<file path="src/rtl/burst_seq_pkg.sv">
package burst_seq_pkg;
   typedef enum logic [1:0] {
      OP_HOLD  = 2'd0,
      OP_LOAD  = 2'd1,
      OP_ADV   = 2'd2,
      OP_DESEL = 2'd3
   } seq_op_t;

   typedef enum logic {
      ORD_LINEAR     = 1'b0,
      ORD_INTERLEAVE = 1'b1
   } ord_t;
endpackage

</file>
<file path="src/rtl/burst_seq_ctrl.sv">
module burst_seq_ctrl
   import burst_seq_pkg::*;
(
   input  logic    clk_en,
   input  logic    sel,
   input  logic    adv_ld,
   input  logic    open_burst,
   output seq_op_t op
);
   always_comb begin
      if (!clk_en)
         op = OP_HOLD;
      else if (!adv_ld)
         op = sel ? OP_LOAD : OP_DESEL;
      else
         op = open_burst ? OP_ADV : OP_DESEL;
   end
endmodule

</file>
<file path="src/rtl/burst_seq_count.sv">
module burst_seq_count
   import burst_seq_pkg::*;
#(
   parameter int BB = 2
) (
   input  logic          clk,
   input  logic          rst_n,
   input  seq_op_t       op,
   output logic [BB-1:0] cnt_adv
);
   logic [BB-1:0] cnt_q;

   assign cnt_adv = cnt_q + {{(BB-1){1'b0}}, 1'b1};

   always_ff @(posedge clk) begin
      if (!rst_n) begin
         cnt_q <= '0;
      end else begin
         case (op)
            OP_LOAD: cnt_q <= '0;
            OP_ADV:  cnt_q <= cnt_adv;
            default: cnt_q <= cnt_q;
         endcase
      end
   end
endmodule

</file>
<file path="src/rtl/burst_seq_order.sv">
module burst_seq_order
   import burst_seq_pkg::*;
#(
   parameter int BB             = 2,
   parameter bit HAS_INTERLEAVE = 1'b1
) (
   input  logic [BB-1:0] start,
   input  logic [BB-1:0] step,
   input  ord_t          mode,
   output logic [BB-1:0] low
);
   generate
      if (HAS_INTERLEAVE) begin : g_both
         always_comb begin
            if (mode == ORD_INTERLEAVE)
               low = start ^ step;
            else
               low = start + step;
         end
      end else begin : g_linear_only
         ord_t unused_mode;
         assign unused_mode = mode;
         assign low = start + step;
      end
   endgenerate
endmodule

</file>
<file path="src/rtl/burst_seq.sv">
module burst_seq
   import burst_seq_pkg::*;
#(
   parameter int AW             = 17,
   parameter int BB             = 2,
   parameter bit HAS_INTERLEAVE = 1'b1
) (
   input  logic          clk,
   input  logic          rst_n,
   input  logic          clk_en,
   input  logic          sel,
   input  logic          adv_ld,
   input  logic          order_mode,
   input  logic          wr_en,
   input  logic [AW-1:0] addr_in,
   output logic [AW-1:0] eff_addr,
   output logic          acc_valid,
   output logic          acc_write,
   output logic          burst_cont
);
   localparam int UPW = AW - BB;

   initial begin
      assert (BB >= 1 && BB <= 4) else $error("burst_seq: BB must be 1..4");
      assert (UPW >= 1) else $error("burst_seq: AW must exceed BB");
   end

   seq_op_t       op;
   logic [BB-1:0] cnt_adv;
   logic [BB-1:0] low_nxt;
   logic [AW-1:0] base_q;
   ord_t          mode_q;
   logic          dir_q;
   logic [AW-1:0] eff_q;
   logic          valid_q;
   logic          wr_q;
   logic          cont_q;

   burst_seq_ctrl u_ctrl (
      .clk_en     (clk_en),
      .sel        (sel),
      .adv_ld     (adv_ld),
      .open_burst (valid_q),
      .op         (op)
   );

   burst_seq_count #(.BB(BB)) u_count (
      .clk     (clk),
      .rst_n   (rst_n),
      .op      (op),
      .cnt_adv (cnt_adv)
   );

   burst_seq_order #(.BB(BB), .HAS_INTERLEAVE(HAS_INTERLEAVE)) u_order (
      .start (base_q[BB-1:0]),
      .step  (cnt_adv),
      .mode  (mode_q),
      .low   (low_nxt)
   );

   always_ff @(posedge clk) begin
      if (!rst_n) begin
         base_q  <= '0;
         mode_q  <= ORD_LINEAR;
         dir_q   <= 1'b0;
         eff_q   <= '0;
         valid_q <= 1'b0;
         wr_q    <= 1'b0;
         cont_q  <= 1'b0;
      end else begin
         case (op)
            OP_LOAD: begin
               base_q  <= addr_in;
               mode_q  <= ord_t'(order_mode);
               dir_q   <= wr_en;
               eff_q   <= addr_in;
               valid_q <= 1'b1;
               wr_q    <= wr_en;
               cont_q  <= 1'b0;
            end
            OP_ADV: begin
               eff_q   <= {base_q[AW-1:BB], low_nxt};
               valid_q <= 1'b1;
               wr_q    <= dir_q;
               cont_q  <= 1'b1;
            end
            OP_DESEL: begin
               valid_q <= 1'b0;
               wr_q    <= 1'b0;
               cont_q  <= 1'b0;
            end
            default: begin
               valid_q <= valid_q;
            end
         endcase
      end
   end

   assign eff_addr   = eff_q;
   assign acc_valid  = valid_q;
   assign acc_write  = wr_q;
   assign burst_cont = cont_q;
endmodule

</file>
<file path="config.mk">
export PLATFORM = sky130hd
export DESIGN_NAME = burst_seq
export DESIGN_NICKNAME = d
export VERILOG_FILES = /design/src/rtl/burst_seq_pkg.sv /design/src/rtl/burst_seq_ctrl.sv /design/src/rtl/burst_seq_count.sv /design/src/rtl/burst_seq_order.sv /design/src/rtl/burst_seq.sv
export SDC_FILE = /design/constraint.sdc
export NUM_CORES = 1
export LEC_CHECK = 0
export BUFFER_PORTS_ARGS = -buffer_cell sky130_fd_sc_hd__clkbuf_2
export CORE_UTILIZATION = 30
export CTS_CLUSTER_DIAMETER = 150
export DETAILED_ROUTE_END_ITERATION = 16
export GPL_ROUTABILITY_DRIVEN = 0
export HOLD_SLACK_MARGIN = 0.03
export PLACE_DENSITY = 0.46
export RECOVER_POWER = 25
export SLEW_MARGIN = 30
export SYNTH_ARGS = -nofsm -noshare
export SYNTH_HDL_FRONTEND = slang
export SYNTH_SLANG_ARGS = --single-unit
export TNS_END_PERCENT = 1
</file>
<file path="constraint.sdc">
create_clock -name clk -period 3.3 [get_ports clk]
set_input_delay 0.33 -clock clk [delete_from_list [all_inputs] [get_ports clk]]
set_output_delay 0.33 -clock clk [all_outputs]
set_load 0.005 [all_outputs]
</file>
### Yosys cells after proc, flatten, opt, wreduce, memory -nomap -nowiden

Cells that the tools add are included.

* $add $sub $neg: 2
* multiply operators: 0
* div/mod/pow operators: 0
* order comparisons: 0
* equality and inequality tests: 3
* shift-type cells: 0
* multiplexer cells: 10
* bitwise operators: 1
* reduce and logical (&&, ||, !) cells: 6

Operators with widths (number)
* $pmux W17 S2: 1
* $mux W2: 4
* $reduce_bool A2 Y1: 3
* $eq A2 B2 Y1 const B: 2
* $pmux W1 S2: 2
* $pmux W2 S2: 1
* $reduce_or A2 Y1: 2
* $pmux W1 S3: 1
* $reduce_bool A3 Y1: 1
* $add A2 B1 Y2 const B: 1
* $add A2 B2 Y2: 1
* $eq A2 B1 Y1 const B: 1
* $xor A2 B2 Y2: 1
* $mux W1: 1

* flip-flop bits (word level): 41
* latch bits: 0
* memory bits (writable): 0
* bits in read-only memories: 0
* bits of input ports: 24
* output and inout port bits: 20
* word-level logic and storage cells: 30
* memories kept: 0

### Depth between registers and ports, before layout

* depth after elaboration: 6
* gate-level depth with buffers: 9
* mapped depth without buffers: 7

### Cells and area by module

A second synthesis with hierarchy kept.

* cell total of the unflattened synthesis: 177
* area, all modules: 1770.4 um^2

Modules (own cells, without submodules)
* burst_seq: instances 1, cells each 156, area an instance 1599.0 um^2, sequential area each 780.7 um^2
* burst_seq_count: instances 1, cells each 14, area an instance 116.4 um^2, sequential area each 40.0 um^2
* burst_seq_order: instances 1, cells each 4, area an instance 36.3 um^2, sequential area each 0.0 um^2
* burst_seq_ctrl: instances 1, cells each 3, area an instance 18.8 um^2, sequential area each 0.0 um^2

### Worst setup path after synthesis

No wires, ideal clock.

* path kind: in2reg
* start point: in sel
* end point: reg eff_q[4] (netlist: eff_addr[4])
* library setup time: 0.116 ns
* data arrival time: 1.482 ns
* data required time: 3.184 ns
* path slack: 1.702 ns
* stages: 9
* buffers on the path: 2
* cells stage by stage: inv_1 > o21ai_0 > inv_1 > ha_1 > buf_4 > buf_6 > mux2i_1 > nand2_1 > o211a_1

* cells in the longest elaborated chain, start to end: 5
* elaborated cells between the ends (all ways): 7
* those cells by class: eq/ne: 2; mux: 4; reduce/logical: 1

Ends and longest elaborated chain
* start: declaration: line burst_seq.sv:11 `input logic sel,`
* $mux W2 *: line burst_seq_ctrl.sv:14 `op = sel ? OP_LOAD : OP_DESEL;`
* $mux W2 *: line burst_seq_ctrl.sv:13 `else if (!adv_ld)`
* $mux W2 *: line burst_seq_ctrl.sv:11 `if (!clk_en)`
* $eq A2 B2 Y1 or $eq A2 B1 Y1 (tied branches): line burst_seq.sv:71 `case (op)`
* $pmux W17 S2 or $reduce_bool A2 Y1 (tied branches)
* end signal: assignment: line burst_seq.sv:76 `eff_q <= addr_in;`
* end signal: assignment: line burst_seq.sv:82 `eff_q <= {base_q[AW-1:BB], low_nxt};`
* end: declaration: line burst_seq.sv:34 `logic [AW-1:0] eff_q;`

Every way passes the cells marked *; elsewhere a longest branch is shown, timed or not.
A chain may end at the register's enable or synchronous reset.

### Final worst setup path

* start point: reg valid_q (netlist: acc_valid)
* end point: reg eff_q[10] (netlist: eff_addr[10])

* cells in the longest elaborated chain, start to end: 5
* elaborated cells between the ends (all ways): 7
* those cells by class: eq/ne: 2; mux: 4; reduce/logical: 1

Ends and longest elaborated chain
* start: declaration: line burst_seq.sv:35 `logic valid_q;`
* start signal: assignment: line burst_seq.sv:93 `valid_q <= valid_q;`
* $mux W1 *: line burst_seq_ctrl.sv:16 `op = open_burst ? OP_ADV : OP_DESEL;`
* $mux W2 *: line burst_seq_ctrl.sv:13
* $mux W2 *: line burst_seq_ctrl.sv:11
* $eq A2 B2 Y1 or $eq A2 B1 Y1 (tied branches): line burst_seq.sv:71
* $pmux W17 S2 or $reduce_bool A2 Y1 (tied branches)

Marks and branches as above.

==> results.json <==
{
  "final_cell_mix": "dfxtp_1 (41), mux2i_1 (35), clkbuf_2 (35)",
  "cts_tree": "yes",
  "fmax_mhz": 505,
  "ant_nets": 0,
  "rsz0062_at_grt": "false",
  "grt_pass1_wl_mm": 6.20,
  "instances_no_fill": 293,
  "placedCellCount": 286,
  "ys_ff_latch": 41,
  "synth_area_per_cell_um2": 10.5,
  "worstPathRequired_ns": 3.48,
  "arrival_ns": 2.16,
  "crit_fanout": 15,
  "synth_fp_nets": 207,
  "clock_skew_ns": 0.00405,
  "grt_use_met3": 0.0404,
  "setup_viol": 0,
  "cts_resized": 0,
  "die_w_um": 80.9,
  "slew_viol_final": 0,
  "coreArea_um2": 5960,
  "design_area_um2": 2200,
  "busiest_layer": "met2",
  "crit_end": "eff_addr[10]",
  "worstSetupPathType": "flop to flop",
  "r2r-start": "acc_valid",
  "dp_hpwl_mm": 2.42,
  "final_nets": 247,
  "maxCapViolations": 0,
  "ys_async_sr_fraction": 0,
  "synth_cell_types": 28,
  "clk_latency_ns": 0.28,
  "htreeDepth": 2,
  "initialDrtViolationCount": 71,
  "whs_ns": 0.318,
  "numCtsBuffers": 5,
  "path_depth": 7,
  "syn_inst": 178,
  "gr-usage-met2": 0.194,
  "portBuffers": 43,
  "grt_pass1_vias": 1350,
  "start_util": 0.314,
  "fp.dieH_um": 80.9,
  "seq_area_frac_synth": 0.439,
  "ys.flop_type": "dfxtp_1",
  "power_density_nw_per_um2": 491,
  "clock-sinks": 41,
  "grt_max_degree": 44,
  "drive_above_1_share": 0.216,
  "yosys_warnings": 0,
  "finalWirelength_mm": 3.60,
  "place_area_um2": 2120,
  "globalRouteOverflowTotal": 0,
  "drtPass1Iterations": 4,
  "status": "finished clean",
  "antennaDiodeCount": 0,
  "rows": 28,
  "hold_violations": 0,
  "pin_count": 44,
  "crit_path_start_kind": "flop",
  "layout_commonest_cell": "dfxtp_1",
  "r2r-end": "eff_addr[10]",
  "min_period_ns": 1.98,
  "worst_setup_path_end_kind": "flop",
  "cp.buffers_inverters": 1,
  "slew_headroom": 0.484,
  "fillers": 636,
  "die_area_um2": 6550,
  "synth_largest_area_cell": "dfxtp_1",
  "path_clk_slew_ns": 0.07,
  "hold_buffers": 0,
  "p_leak_nw": 1.05,
  "synth_edf_count": 0,
  "slowest_delay_ns": 0.68,
  "viasPerCell": 4.57,
  "post-cts-setup-buffer-count": 0,
  "syn_area_um2": 1870,
  "fin_setup_tns_ns": 0,
  "crit_top_cell": "nand2_1",
  "reg2reg_depth": 7,
  "grt_util_met1": 0.158,
  "slowest_stage": "ha_1",
  "rrSetupSlack_ns": 1.32,
  "crit_chain": "nand2_1, nand2_1, ha_1, buf_4, mux2i_1, nand2_1, o211a_1",
  "synth.top_cell.area_share": 0.439,
  "hp-class": "input port to flop",
  "fin_crit_sh": 0.600,
  "critical-path-top-delay-family": "adder cells",
  "worst_slew_pin_slew_ns": 0.774,
  "drc_errors": 0,
  "syn_to_final_growth_pct": 17.5,
  "clock_tree.root_cell": "clkbuf_8",
  "antenna_found_initial": 0,
  "grt_usage": 0.125,
  "post_drt_wl_per_cell_um": 12.3,
  "vias": 1340,
  "synthTopCellsByArea": "dfxtp_1 (44%), mux2i_1 (19%), o211a_1 (8.6%)",
  "cp-startpoint": "acc_valid",
  "vdd_drop_max_uv": 258,
  "cts_buffer_depth": 2
}
worst reg2reg max path, cell delays in order (launching register included):
cell,delay (ns)
dfxtp_1,0.35
nand2_1,0.06
nand2_1,0.12
ha_1,0.68
buf_4,0.27
mux2i_1,0.21
nand2_1,0.08
o211a_1,0.11
worst min path at each step:
stage,to,startpoint,cells past startpoint
floorplan,eff_addr[0],eff_addr[0],1
global placement,eff_addr[14],eff_addr[14],1
detailed placement,eff_addr[16],eff_addr[16],1
CTS,mode_q,order_mode,3
global route,base_q[9],addr_in[9],3
finish,mode_q,order_mode,3
kinds of logic after synthesis:
| logic type | share of synthesized area |
|---|---|
| xor gates and xnor gates | 0.0167 |
| buffers and inverters | 0.0549 |
| adders and majority gates | 0.0335 |
| and+or+nand+nor | 0.153 |
| AOI/OAI and AO/OA | 0.116 |
| muxes | 0.187 |
| DFF | 0.439 |
registers in the layout, summed over array words and instances (netlist names):
signal	count
eff_addr	17
burst_cont	1
acc_valid	1
base_q	17
acc_write	1
dir_q	1
u_count.cnt_q	2
mode_q	1
through the flow:
| stage | total power (W) | utilization | worst slack (ns) |
|---|---|---|---|
| after floorplan | 0.000704 | - | 1.70 |
| after global placement | 0.000774 | 0.356 | 1.12 |
| after detailed placement | 0.000773 | 0.356 | 1.10 |
| after CTS | 0.00111 | 0.371 | 1.28 |
| after global routing | 0.00115 | 0.369 | 1.16 |
| final | 0.00108 | 0.369 | 1.32 |
metal layers:
layer  wire length, µm  vias up
li1                  -      688
met1              1810      621
met2              1550       25
met3               174        6
met4                60        0
met5                 0        -
cell type report:
type,instances,area (µm²),share of cell area
multi-input combinational,119,946,0.431
sequential,41,821,0.374
timing repair buffer,47,235,0.107
tap,75,93.8,0.0427
clock buffer,7,86.3,0.0393
inverter,4,15.0,0.00683
synth_stat cells (2+ instances only):
cell and instances:
dfxtp_1 41, mux2i_1 35, nand2_1 20, nor2b_1 19, o211a_1 16, clkbuf_1 5
ha_1 5, inv_1 4, o21ai_0 4, and2_1 3, buf_2 3, buf_6 3
buf_4 2, nand2b_1 2, nand3_1 2, nand3b_1 2
where the power goes:
group / switching, W / total (W) / internal [W] / leakage [nW]
logic: 0.0000966 / 0.000194 / 0.0000972 / 0.672
clock network: 0.000160 / 0.000326 / 0.000166 / 0.0443
registers: 0.0000221 / 0.000560 / 0.000538 / 0.338
(Power assumes the default switching activity.)
